===== config.mk =====
export PLATFORM = sky130hd
export DESIGN_NAME = strobe_bus_link
export DESIGN_NICKNAME = d
export VERILOG_FILES = /design/src/rtl/strobe_bus_pkg.sv /design/src/rtl/strobe_sync.sv /design/src/rtl/strobe_master.sv /design/src/rtl/strobe_slave.sv /design/src/rtl/strobe_bus_link.sv
export SDC_FILE = /design/constraint.sdc
export NUM_CORES = 1
export LEC_CHECK = 0
export BUFFER_PORTS_ARGS = -buffer_cell sky130_fd_sc_hd__buf_2
export CORE_ASPECT_RATIO = 2
export CORE_UTILIZATION = 52
export DETAILED_ROUTE_END_ITERATION = 8
export GPL_TIMING_DRIVEN = 0
export MAX_ROUTING_LAYER = met4
export PLACE_DENSITY_LB_ADDON = 0.05
export SETUP_SLACK_MARGIN = 0.02
export SYNTH_ARGS = -nofsm -noshare
export SYNTH_HDL_FRONTEND = slang
export SYNTH_HIERARCHICAL = 1
export SYNTH_SLANG_ARGS = --single-unit

===== constraint.sdc =====
create_clock -name clk -period 2.05 [get_ports clk]
set_input_delay 0.41 -clock clk [delete_from_list [all_inputs] [get_ports clk]]
set_output_delay 0.41 -clock clk [all_outputs]
set_load 0.005 [all_outputs]

===== src/rtl/strobe_bus_pkg.sv =====
package strobe_bus_pkg;
   typedef enum logic [1:0] {
      M_IDLE    = 2'd0,
      M_SETUP   = 2'd1,
      M_STROBE  = 2'd2,
      M_RELEASE = 2'd3
   } mst_state_e;

   typedef enum logic [1:0] {
      S_IDLE   = 2'd0,
      S_ACCESS = 2'd1,
      S_HOLD   = 2'd2
   } slv_state_e;
endpackage


===== src/rtl/strobe_sync.sv =====
module strobe_sync #(
   parameter int STAGES = 2
) (
   input  logic clk,
   input  logic rst_n,
   input  logic d_i,
   output logic q_o
);
   logic [STAGES-1:0] chain_q;

   initial assert (STAGES >= 2) else $error("strobe_sync: STAGES must be at least 2");

   genvar g;
   generate
      for (g = 0; g < STAGES; g++) begin : g_stage
         if (g == 0) begin : g_first
            always_ff @(posedge clk or negedge rst_n) begin
               if (!rst_n) chain_q[0] <= 1'b0;
               else        chain_q[0] <= d_i;
            end
         end else begin : g_next
            always_ff @(posedge clk or negedge rst_n) begin
               if (!rst_n) chain_q[g] <= 1'b0;
               else        chain_q[g] <= chain_q[g-1];
            end
         end
      end
   endgenerate

   assign q_o = chain_q[STAGES-1];
endmodule


===== src/rtl/strobe_master.sv =====
module strobe_master
   import strobe_bus_pkg::*;
#(
   parameter int ADDR_W      = 16,
   parameter int DATA_W      = 16,
   parameter int SYNC_STAGES = 2,
   parameter int TIMEOUT_CYC = 64
) (
   input  logic              clk,
   input  logic              rst_n,
   input  logic              req_valid_i,
   output logic              req_ready_o,
   input  logic              req_we_i,
   input  logic [ADDR_W-1:0] req_addr_i,
   input  logic [DATA_W-1:0] req_wdata_i,
   output logic              rsp_valid_o,
   output logic              rsp_err_o,
   output logic [DATA_W-1:0] rsp_rdata_o,
   output logic [ADDR_W-1:0] bus_addr_o,
   output logic              bus_mreq_o,
   output logic              bus_rd_o,
   output logic              bus_msyn_o,
   input  logic              bus_ssyn_i,
   input  logic [DATA_W-1:0] bus_data_i,
   output logic [DATA_W-1:0] bus_data_o,
   output logic              bus_data_oe_o
);
   localparam int CNT_W = $clog2(TIMEOUT_CYC + 1);
   localparam logic [CNT_W-1:0] CNT_LAST = CNT_W'(TIMEOUT_CYC - 1);

   initial assert (TIMEOUT_CYC >= 2) else $error("strobe_master: TIMEOUT_CYC too small");

   mst_state_e        st_q;
   logic [CNT_W-1:0]  wait_q;
   logic              ssyn_s;

   strobe_sync #(.STAGES(SYNC_STAGES)) u_ssyn_sync (
      .clk(clk), .rst_n(rst_n), .d_i(bus_ssyn_i), .q_o(ssyn_s)
   );

   assign req_ready_o = (st_q == M_IDLE) && !ssyn_s;

   always_ff @(posedge clk or negedge rst_n) begin
      if (!rst_n) begin
         st_q          <= M_IDLE;
         wait_q        <= '0;
         bus_addr_o    <= '0;
         bus_mreq_o    <= 1'b0;
         bus_rd_o      <= 1'b0;
         bus_msyn_o    <= 1'b0;
         bus_data_o    <= '0;
         bus_data_oe_o <= 1'b0;
         rsp_valid_o   <= 1'b0;
         rsp_err_o     <= 1'b0;
         rsp_rdata_o   <= '0;
      end else begin
         rsp_valid_o <= 1'b0;
         unique case (st_q)
            M_IDLE: begin
               if (req_valid_i && req_ready_o) begin
                  bus_addr_o    <= req_addr_i;
                  bus_mreq_o    <= 1'b1;
                  bus_rd_o      <= !req_we_i;
                  bus_data_o    <= req_wdata_i;
                  bus_data_oe_o <= req_we_i;
                  rsp_err_o     <= 1'b0;
                  st_q          <= M_SETUP;
               end
            end
            M_SETUP: begin
               bus_msyn_o <= 1'b1;
               wait_q     <= '0;
               st_q       <= M_STROBE;
            end
            M_STROBE: begin
               if (ssyn_s) begin
                  bus_msyn_o <= 1'b0;
                  if (bus_rd_o) rsp_rdata_o <= bus_data_i;
                  st_q <= M_RELEASE;
               end else if (wait_q == CNT_LAST) begin
                  bus_msyn_o    <= 1'b0;
                  bus_mreq_o    <= 1'b0;
                  bus_rd_o      <= 1'b0;
                  bus_data_oe_o <= 1'b0;
                  rsp_valid_o   <= 1'b1;
                  rsp_err_o     <= 1'b1;
                  st_q          <= M_IDLE;
               end else begin
                  wait_q <= wait_q + 1'b1;
               end
            end
            M_RELEASE: begin
               if (!ssyn_s) begin
                  bus_mreq_o    <= 1'b0;
                  bus_rd_o      <= 1'b0;
                  bus_data_oe_o <= 1'b0;
                  rsp_valid_o   <= 1'b1;
                  st_q          <= M_IDLE;
               end
            end
            default: st_q <= M_IDLE;
         endcase
      end
   end

   a_r1_qualifiers_first: assert property (@(posedge clk) disable iff (!rst_n)
      $rose(bus_msyn_o) |-> bus_mreq_o && $stable(bus_addr_o) && $stable(bus_rd_o));

   a_r3_msyn_falls_on_answer: assert property (@(posedge clk) disable iff (!rst_n)
      $fell(bus_msyn_o) |-> ($past(ssyn_s) || rsp_err_o));

   a_r7_lines_stable: assert property (@(posedge clk) disable iff (!rst_n)
      (st_q == M_STROBE || st_q == M_RELEASE) |->
         bus_mreq_o && $stable(bus_addr_o) && $stable(bus_rd_o));

   a_r11_no_accept_while_ssyn: assert property (@(posedge clk) disable iff (!rst_n)
      ssyn_s |-> !req_ready_o);
endmodule


===== src/rtl/strobe_slave.sv =====
module strobe_slave
   import strobe_bus_pkg::*;
#(
   parameter int ADDR_W      = 16,
   parameter int DATA_W      = 16,
   parameter int SYNC_STAGES = 2
) (
   input  logic              clk,
   input  logic              rst_n,
   input  logic [ADDR_W-1:0] bus_addr_i,
   input  logic              bus_mreq_i,
   input  logic              bus_rd_i,
   input  logic              bus_msyn_i,
   output logic              bus_ssyn_o,
   input  logic [DATA_W-1:0] bus_data_i,
   output logic [DATA_W-1:0] bus_data_o,
   output logic              bus_data_oe_o,
   output logic              mem_req_o,
   output logic              mem_we_o,
   output logic [ADDR_W-1:0] mem_addr_o,
   output logic [DATA_W-1:0] mem_wdata_o,
   input  logic              mem_ack_i,
   input  logic [DATA_W-1:0] mem_rdata_i
);
   slv_state_e st_q;
   logic       msyn_s;
   logic       is_rd_q;

   strobe_sync #(.STAGES(SYNC_STAGES)) u_msyn_sync (
      .clk(clk), .rst_n(rst_n), .d_i(bus_msyn_i), .q_o(msyn_s)
   );

   always_ff @(posedge clk or negedge rst_n) begin
      if (!rst_n) begin
         st_q          <= S_IDLE;
         is_rd_q       <= 1'b0;
         bus_ssyn_o    <= 1'b0;
         bus_data_o    <= '0;
         bus_data_oe_o <= 1'b0;
         mem_req_o     <= 1'b0;
         mem_we_o      <= 1'b0;
         mem_addr_o    <= '0;
         mem_wdata_o   <= '0;
      end else begin
         unique case (st_q)
            S_IDLE: begin
               if (msyn_s && bus_mreq_i) begin
                  mem_req_o   <= 1'b1;
                  mem_we_o    <= !bus_rd_i;
                  mem_addr_o  <= bus_addr_i;
                  mem_wdata_o <= bus_data_i;
                  is_rd_q     <= bus_rd_i;
                  st_q        <= S_ACCESS;
               end
            end
            S_ACCESS: begin
               if (mem_ack_i) begin
                  mem_req_o     <= 1'b0;
                  bus_data_o    <= mem_rdata_i;
                  bus_data_oe_o <= is_rd_q;
                  bus_ssyn_o    <= 1'b1;
                  st_q          <= S_HOLD;
               end
            end
            S_HOLD: begin
               if (!msyn_s) begin
                  bus_ssyn_o    <= 1'b0;
                  bus_data_oe_o <= 1'b0;
                  st_q          <= S_IDLE;
               end
            end
            default: st_q <= S_IDLE;
         endcase
      end
   end

   a_r2_access_after_msyn: assert property (@(posedge clk) disable iff (!rst_n)
      $rose(mem_req_o) |-> $past(msyn_s));

   a_r4_ssyn_falls_after_msyn: assert property (@(posedge clk) disable iff (!rst_n)
      $fell(bus_ssyn_o) |-> !$past(msyn_s));

   a_r9_drive_only_in_read_answer: assert property (@(posedge clk) disable iff (!rst_n)
      bus_data_oe_o |-> (bus_ssyn_o && is_rd_q));
endmodule


===== src/rtl/strobe_bus_link.sv =====
module strobe_bus_link #(
   parameter int ADDR_W      = 16,
   parameter int DATA_W      = 16,
   parameter int SYNC_STAGES = 2,
   parameter int TIMEOUT_CYC = 64
) (
   input  logic              clk,
   input  logic              rst_n,
   input  logic              req_valid,
   output logic              req_ready,
   input  logic              req_we,
   input  logic [ADDR_W-1:0] req_addr,
   input  logic [DATA_W-1:0] req_wdata,
   output logic              rsp_valid,
   output logic              rsp_err,
   output logic [DATA_W-1:0] rsp_rdata,
   output logic              mem_req,
   output logic              mem_we,
   output logic [ADDR_W-1:0] mem_addr,
   output logic [DATA_W-1:0] mem_wdata,
   input  logic              mem_ack,
   input  logic [DATA_W-1:0] mem_rdata,
   output logic [ADDR_W-1:0] bus_addr,
   output logic              bus_mreq,
   output logic              bus_rd,
   output logic              bus_msyn,
   output logic              bus_ssyn,
   output logic [DATA_W-1:0] bus_data,
   output logic              slave_drv_en
);
   initial assert (ADDR_W >= 1 && DATA_W >= 1) else $error("strobe_bus_link: bad widths");

   logic [DATA_W-1:0] m_data, s_data;
   logic              m_oe;

   strobe_master #(
      .ADDR_W(ADDR_W), .DATA_W(DATA_W),
      .SYNC_STAGES(SYNC_STAGES), .TIMEOUT_CYC(TIMEOUT_CYC)
   ) u_master (
      .clk(clk), .rst_n(rst_n),
      .req_valid_i(req_valid), .req_ready_o(req_ready), .req_we_i(req_we),
      .req_addr_i(req_addr), .req_wdata_i(req_wdata),
      .rsp_valid_o(rsp_valid), .rsp_err_o(rsp_err), .rsp_rdata_o(rsp_rdata),
      .bus_addr_o(bus_addr), .bus_mreq_o(bus_mreq), .bus_rd_o(bus_rd),
      .bus_msyn_o(bus_msyn), .bus_ssyn_i(bus_ssyn),
      .bus_data_i(bus_data), .bus_data_o(m_data), .bus_data_oe_o(m_oe)
   );

   strobe_slave #(
      .ADDR_W(ADDR_W), .DATA_W(DATA_W), .SYNC_STAGES(SYNC_STAGES)
   ) u_slave (
      .clk(clk), .rst_n(rst_n),
      .bus_addr_i(bus_addr), .bus_mreq_i(bus_mreq), .bus_rd_i(bus_rd),
      .bus_msyn_i(bus_msyn), .bus_ssyn_o(bus_ssyn),
      .bus_data_i(bus_data), .bus_data_o(s_data), .bus_data_oe_o(slave_drv_en),
      .mem_req_o(mem_req), .mem_we_o(mem_we), .mem_addr_o(mem_addr),
      .mem_wdata_o(mem_wdata), .mem_ack_i(mem_ack), .mem_rdata_i(mem_rdata)
   );

   assign bus_data = slave_drv_en ? s_data : (m_oe ? m_data : '0);

   a_r9_single_driver: assert property (@(posedge clk) disable iff (!rst_n)
      !(slave_drv_en && m_oe));
endmodule


# Yosys cells after proc, flatten, opt, wreduce, memory -nomap -nowiden
# Index checks and enable logic that the tools add are counted.
op_classes:
  eq_ne: 15
  mux: 41
  n_reduce_logical: 25
  n_addsub: 1
op_table:
  columns: ["operator", "count"]
  rows:
  - ["two-way mux 16 bit", 2]
  - ["two-way mux 1 bit", 18]
  - ["AND reduction 3 bit", 6]
  - ["two-way mux 2 bit", 7]
  - ["two-way mux 7 bit", 2]
  - ["one-hot mux 7 bit (2 select lines)", 1]
  - ["!= test 2 bit, second input constant", 6]
  - ["one-hot mux 1 bit (2 select lines)", 6]
  - ["one-hot mux 1 bit (3 select lines)", 3]
  - ["one-hot mux 2 bit (4 select lines)", 1]
  - ["AND reduction 2 bit", 4]
  - ["nonzero test 2 bit", 4]
  - ["adder 7 x 1 -> 7 bit, second input constant", 1]
  - ["equality test 7 x 6 -> 1 bit, second input constant", 1]
  - ["equality test 2 bit, second input constant", 3]
  - ["one-hot mux 2 bit (3 select lines)", 1]
  - ["AND reduction 5 bit", 1]
  - ["equality test 2 x 1 -> 1 bit, second input constant", 2]
  - ["logical NOT 2 bit", 2]
  - ["!= test 2 x 1 -> 1 bit, second input constant", 2]
  - ["AND reduction 4 bit", 1]
  - ["logical AND 1 bit", 3]
  - ["logical NOT 1 bit", 3]
  - ["!= test 3 x 2 -> 1 bit, second input constant", 1]
  - ["nonzero test 3 bit", 1]
totals:
  ff_bits: 122
  inputBits: 53
  output_inout_bits: 90

# Depth between registers and ports, before layout
# Gate-level depths: netlist (run 1).
logic_depth:
  depth_word: 5
  depth_mapped: 6

# Hierarchy
# The synthesis (run 1) kept the hierarchy.
by_module_without_submodules:
  columns: ["module", "n_inst", "area_per_inst_um2", "cells_per_inst"]
  rows:
  - ["strobe_master", 1, 2573.7, 178]
  - ["strobe_slave", 1, 2237.1, 130]
  - ["strobe_bus_link", 1, 201.4, 24]
  - ["strobe_sync", 2, 50.0, 2]

# Least setup slack after synthesis (run 1)
# Ideal clock, no wire load.
synth_path:
  kind: "register to register"
  start: "register u_master.st_q[0]"
  end: "register u_master.bus_addr_o[0]"
  slack_ps: 499
  stages_incl_launch_ff: 7
  period_less_slack_ps: 1551
  t_arrival_ps: 1426
  setup_ps: 125
  path_cell_list: "dfrtp_1 -> buf_6 -> inv_4 -> a21oi_2 -> nor3_4 -> buf_6 -> mux2_2"
synth_via:
  elab_chain_cells: 4
synth_rtl:
  columns: ["element", "line_no", "text"]
  rows:
  - ["start, declared", "strobe_master.sv:33", "mst_state_e st_q;"]
  - ["start signal, assigned", "strobe_master.sv:45", "st_q <= M_IDLE;"]
  - ["start signal, assigned", "strobe_master.sv:67", "st_q <= M_SETUP;"]
  - ["start signal, assigned", "strobe_master.sv:73", "st_q <= M_STROBE;"]
  - ["logical NOT 2 bit *", "strobe_master.sv:41, strobe_master.sv:58", null]
  - ["logical AND 1 bit", "strobe_master.sv:41", "assign req_ready_o = (st_q == M_IDLE) && !ssyn_s;"]
  - ["logical AND 1 bit", "strobe_master.sv:60", "if (req_valid_i && req_ready_o) begin"]
  - ["AND reduction 2 bit (no source line) *", null, null]
  - ["end signal, assigned", "strobe_master.sv:61", "bus_addr_o <= req_addr_i;"]
  - ["end, declared", "strobe_master.sv:19", "output logic [ADDR_W-1:0] bus_addr_o,"]
# Mark *: on every way between the ends. The rest lies on a longest branch, timed or not.
# A chain may end at the register's enable or synchronous reset.

# Worst setup path in the final report (run 1)
layout_path:
  start: "register u_slave.bus_data_oe_o"
  end: "output port bus_data[1]"
layout_via:
  elab_chain_cells: 1
layout_rtl:
  columns: ["element", "line_no", "text"]
  rows:
  - ["start, declared", "strobe_slave.sv:17", "output logic bus_data_oe_o,"]
  - ["start signal, assigned", "strobe_slave.sv:60", "bus_data_oe_o <= is_rd_q;"]
  - ["two-way mux 16 bit", "strobe_bus_link.sv:60", "assign bus_data = slave_drv_en ? s_data : (m_oe ? m_data : '0);"]
  - ["end, declared", "strobe_bus_link.sv:28", "output logic [DATA_W-1:0] bus_data,"]
# Every way passes these cells.

==> impl_metrics.json, run 1 <==
{
  "outcome": "completed",
  "grt_setup_unrepaired": "false",
  "avgSynthCellArea_sq_um": 15.22,
  "leakage_nw": 3.378,
  "routabilityCongestion": 0.8231,
  "synth_mux_area_share_pct": 23.69,
  "setup_violations": 0,
  "seq_area_sq_mm": 0.003053,
  "drt_iter0_drc": 160,
  "numCtsBuffers": 17,
  "synth-simple-area-share_pct": 5.433,
  "maxSlewViolCount": 0,
  "ys_warn_count": 6,
  "synthAdderAreaFrac_pct": 0.2447,
  "fmax_mhz": 508.7,
  "drive_gt1_share_pct": 59.92,
  "ys_seq_area_share_pct": 59.72,
  "final_util_pct": 70.69,
  "placed_cells": 609,
  "insertion_delay_ns": 0.41,
  "cts_tree": "built",
  "clkSinkCount": 122,
  "wire_per_inst_um": 17.71,
  "grt_max_degree": 64,
  "start_util_pct": 54.12,
  "io_buffers": 142,
  "tightest_slew_ns": 0.5716,
  "worstSetupEndpointType": "output port",
  "dieArea_sq_mm": 0.01026,
  "die_w_um": 72.11,
  "fin_crit_sh_pct": 95.89,
  "netlist_area_sq_mm": 0.005112,
  "grt_pass1_wl_um": 17860,
  "synth_compound_area_share_pct": 7.562,
  "viasPerCell": 5.300,
  "ys.flop_type": "dfrtp_1",
  "synth_top_family_by_area": "multiplexers",
  "cp_max_fo": 10,
  "track_usage_pct": 24.11,
  "drv_cap": 0,
  "cp.arrival_ns": 1.56,
  "vdd_ir_drop_max_mv": 0.9095,
  "areaGrowthSynthToFinish_pct": 30.62,
  "stdcell_count": 644,
  "powerDensity_mw_per_mm2": 1498,
  "ant_nets": 0,
  "ios": 143,
  "dpl.hpwl_um": 7973,
  "wirelength_um": 11400,
  "layout_common_cells": "buf_2 (143), dfrtp_1 (122), mux2_2 (65)",
  "synth_cell_type_count": 43,
  "power_mw": 10.00,
  "antenna_found_initial": 0,
  "worstSetupPathType": "register to output port",
  "clockBufferDepth": 2,
  "grt-ovfl-total": 0,
  "multi_input_area_sq_mm": 0.001896,
  "first_pass_iters": 4,
  "hold_class": "primary input to register",
  "grt_pass1_vias": 3538,
  "skew_ns": 0.009738,
  "hold_viol_final": 0,
  "die_h_um": 142.2,
  "syn_inst": 336,
  "clkTransAtPathRegs_ns": 0.06,
  "nets": 556,
  "hold_slack_ns": 0.2223,
  "fin_setup_tns_ns": 0,
  "vias": 3413,
  "final_common_cell": "buf_2",
  "start_kind": "register",
  "synth-edff-count": 0,
  "diodes": 0,
  "ys_seq_elements": 122,
  "drc": 0,
  "clockRootBuffer": "clkbuf_16",
  "synth_fp_nets": 390,
  "std_cell_rows": 50,
  "required_ns": 1.64,
  "fillers": 653,
  "maxSlewHeadroom_pct": 61.77,
  "h-tree-depth": 4,
  "synth_xor_area_share_pct": 0,
  "finalCriticalPeriod_ns": 1.966,
  "core_area_sq_mm": 0.009447,
  "synth-async-reset-ratio_pct": 100.0
}
==> cells in the mapped netlist, types with 4 or more instances <==
master / number / area (sq um)
a21oi_1: 10 / 50.05
a22o_1: 6 / 52.55
a22o_2: 10 / 100.1
and4_1: 4 / 35.03
buf_6: 10 / 112.6
dfrtp_1: 122 / 3053
mux2_2: 65 / 732.0
mux2_4: 29 / 435.4
nand2_1: 9 / 33.78
nor2_1: 6 / 22.52
o21ai_0: 11 / 55.05
==> repair_timing <==
action,CTS,global route
setup endpoints to repair,12,12
hold buffers,1,0
endpoints found under the hold margin,48,0
setup buffers,1,1
gates resized for setup,3,5
cloned,0,1
==> kinds of logic (layout without fill, tap and decap cells) <==
group / Yosys count / in the layout
DFF: 122 / 122
muxes: 98 / 98
AOI/OAI and AO/OA: 53 / 53
and+or+nand+nor: 41 / 41
buffers and inverters: 21 / 199
adders and majority gates: 1 / 1
==> sequential cells by signal (all words and copies together) (netlist names), 2 cells and up <==
name,flops
u_master/st_q,2
u_slave/st_q,2
u_master/bus_addr_o,16
u_slave/mem_wdata_o,16
u_master/rsp_rdata_o,16
u_slave/bus_data_o,16
u_slave/mem_addr_o,16
u_master/wait_q,7
u_master/bus_data_o,16
==> power by group <==
| part | internal (mW) | switching (mW) |
|---|---|---|
| sequential | 3.40 | 0.590 |
| clock | 2.06 | 0.996 |
| combinational | 1.72 | 1.24 |
| total | 7.18 | 2.83 |
==> metal layers <==
| layer | wire [um] | up-vias | global-route usage, % |
|---|---|---|---|
| met2 | 6285 | 131 | 41.07 |
| li1 | - | 1558 | - |
| met3 | 494 | 24 | 7.011 |
| met5 | 0 | - | - |
| met4 | 297 | 0 | 9.598 |
| met1 | 4325 | 1700 | 25.90 |
==> layout make-up <==
type,instances,share of cell area [%]
Buffer,17,2.361
Clock inverter,7,1.686
Inverter,4,0.2623
Timing Repair Buffer,147,11.64
Sequential cell,122,45.72
Multi-Input combinational cell,193,28.39
Tap cell,130,2.436
Clock buffer,24,7.514
==> path summary, 6_finish.rpt <==
check	end	slack (ns)	from	cells past startpoint
min	u_master/bus_addr_o[6]	0.22	req_addr[6]	2
max reg2reg	u_master/bus_data_o[9]	0.22	u_master/st_q[0]	6
max	bus_data[1]	0.08	u_slave/bus_data_oe_o	5
min reg2reg	u_slave/u_msyn_sync/q_o	0.35	u_slave/u_msyn_sync/chain_q[0]	0
max in group asynchronous	u_master/wait_q[2]	0.80	rst_n	3
min in group asynchronous	u_slave/mem_wdata_o[11]	0.55	rst_n	2
==> through the flow <==
stage	setup WS [ns]	instance area [sq um]
floorplan	0.4988	5112
global placement	-0.8810	5986
detailed placement	0.2154	6020
CTS	0.02993	6654
global route	0.02875	6678
finish	0.08420	6678
==> worst max-delay path: stages (launching register included) <==
cell and delay, ns:
dfrtp_1 0.38, buf_6 0.15, nor2b_4 0.17, buf_4 0.15
a22o_1 0.18, buf_2 0.13
(Power assumes the default switching activity.)
==> inputs of run 2 (changes only) <==
--- a/config.mk
+++ b/config.mk
@@ -7,7 +7,7 @@
 export LEC_CHECK = 0
 export BUFFER_PORTS_ARGS = -buffer_cell sky130_fd_sc_hd__buf_2
 export CORE_ASPECT_RATIO = 2
-export CORE_UTILIZATION = 52
+export CORE_UTILIZATION = 44
 export DETAILED_ROUTE_END_ITERATION = 8
 export GPL_TIMING_DRIVEN = 0
 export MAX_ROUTING_LAYER = met4
==> run 2 against run 1 <==
Effect of this change: maximum frequency is 0.61% lower; flip-flop and latch count stayed put; combinational power is 4% higher; final cell count is 2.0% higher; global-route usage is 2.8 points lower; clock skew hardly changed; critical path type unchanged.
==> impl_metrics.json, run 2 (same netlist as run 1, synthesis figures left out) <==
{
  "worstSetupEndpointType": "output port",
  "hold_class": "primary input to register",
  "min-delay-start": "req_addr[6]",
  "grt_pass1_wl_um": 18720,
  "r2r_cells": 6,
  "clockRootBuffer": "clkbuf_16",
  "leakage_nw": 3.421,
  "layout_common_cells": "buf_2 (143), dfrtp_1 (121), mux2_2 (65)",
  "cp_max_fo": 5,
  "start_util_pct": 45.30,
  "start_kind": "register",
  "dieArea_sq_mm": 0.01208,
  "drt_iter0_drc": 163,
  "min_to": "u_master/bus_addr_o[6]",
  "powerDensity_mw_per_mm2": 1496,
  "track_usage_pct": 21.29,
  "areaGrowthSynthToFinish_pct": 32.53,
  "finalCriticalPeriod_ns": 1.978,
  "drc": 0,
  "dpl.hpwl_um": 8169,
  "hold_viol_final": 0,
  "grt-ovfl-total": 0,
  "fillers": 910,
  "final_area_sq_mm": 0.006775,
  "ant_nets": 0,
  "grt_max_degree": 100,
  "vias": 3356,
  "clockBufferDepth": 2,
  "insertion_delay_ns": 0.41,
  "ios": 143,
  "core_area_sq_mm": 0.01129,
  "die_w_um": 78.22,
  "r2r-start": "u_master/st_q[0]",
  "slowest_stage": "dfrtp_1",
  "hold_depth": 2,
  "numCtsBuffers": 17,
  "cts_tree": "built",
  "die_h_um": 154.4,
  "clkSinkCount": 122,
  "routabilityCongestion": 0.8039,
  "wire_per_inst_um": 18.01,
  "viasPerCell": 5.108,
  "drive_gt1_share_pct": 60.39,
  "dpl-instance-area_sq_mm": 0.006035,
  "skew_ns": 0.009517,
  "io_buffers": 142,
  "vdd_ir_drop_max_mv": 0.7413,
  "required_ns": 1.64,
  "grt_pass1_vias": 3607,
  "worstSetupPathType": "register to output port",
  "nets": 558,
  "drv_cap": 0,
  "fin_crit_sh_pct": 96.48,
  "tightest_slew_ns": 0.5780,
  "grt_setup_unrepaired": "true",
  "cp.arrival_ns": 1.57,
  "fmax_mhz": 505.6,
  "setup_violations": 0,
  "setup_slack_ns": 0.07210,
  "timing.rr.end": "u_master/bus_data_o[6]",
  "final_common_cell": "buf_2",
  "maxSlewHeadroom_pct": 61.34,
  "first_pass_iters": 4,
  "startpoint": "u_slave/bus_data_oe_o",
  "cp_slowest_stage_delay_ns": 0.38,
  "outcome": "completed",
  "std_cell_rows": 55,
  "dp_slack_ns": 0.1612,
  "h-tree-depth": 4,
  "crit_chain": "buf_6 > nor2b_4 > clkbuf_16 > a22o_2 > buf_2",
  "maxSlewViolCount": 0,
  "clkTransAtPathRegs_ns": 0.06,
  "reg2reg_setup_slack_ns": 0.18,
  "diodes": 0,
  "antenna_found_initial": 0,
  "wirelength_um": 11830
}
run 2: worst max-delay path by stage:
stage / to / slack (ns) / cells after the start
6_report: bus_data[10] / 0.07 / 5
4_1_cts: bus_data[9] / 0.007 / 5
3_5_place_dp: u_master/bus_data_o[5] / 0.16 / 6
5_1_grt: bus_data[10] / -0.007 / 5
3_3_place_gp: u_master/bus_addr_o[15] / -0.97 / 1
2_1_floorplan: u_master/bus_addr_o[0] / 0.50 / 6
run 2: timing repair:
item / in CTS / in global routing
endpoints found under the setup margin: 12 / 16
gates cloned: 0 / 1
hold buffers: 1 / 0
endpoints found under the hold margin: 23 / 0
gates resized for setup: 3 / 12
buffers inserted: 2 / 2
run 2: metal layers:
metal	up-vias	global-route usage (%)	share of wire, %
li1	1561	-	-
met1	1674	21.84	38
met2	106	37.97	56
met3	15	5.605	3.7
met4	0	8.289	2.0
met5	-	-	0
run 2: layout make-up:
class                   instances  area, sq um  area share (%)
plain buffers                  17        161.4           2.382
multi-input cells             193         1952           28.81
clock inverters                 7        115.1           1.699
clock buffers                  23        488.0           7.202
well taps                     142        177.7           2.622
inverters                       4        17.52          0.2585
flip-flops and latches        122         3054           45.08
repair buffers                149        809.5           11.95
run 2: worst max-delay path, delay by kind of cell (launching register included):
| family | cells | cell delay, ns |
|---|---|---|
| and+or+nand+nor | 1 | 0.20 |
| DFF | 1 | 0.38 |
| AOI/OAI and AO/OA | 1 | 0.15 |
| buffers and inverters | 3 | 0.43 |
run 2: where the power goes:
group          switching, mW  internal [mW]
Sequential             0.612           3.40
Combinational           1.27           1.82
Clock                   1.01           2.02
run 2: per-stage QoR:
stage	power (mW)	hold slack, ns	cells	util [%]	TNS [ns]
4_1_cts	10.06	0.2058	654	59.06	0
3_5_place_dp	6.945	0.2828	621	53.47	0
3_3_place_gp	6.828	0.3364	620	53.17	-116.56
5_1_grt	10.72	0.2019	657	60.03	-0.01709
6_report	10.14	0.2215	657	60.03	0
2_1_floorplan	5.677	0.1144	336	-	0
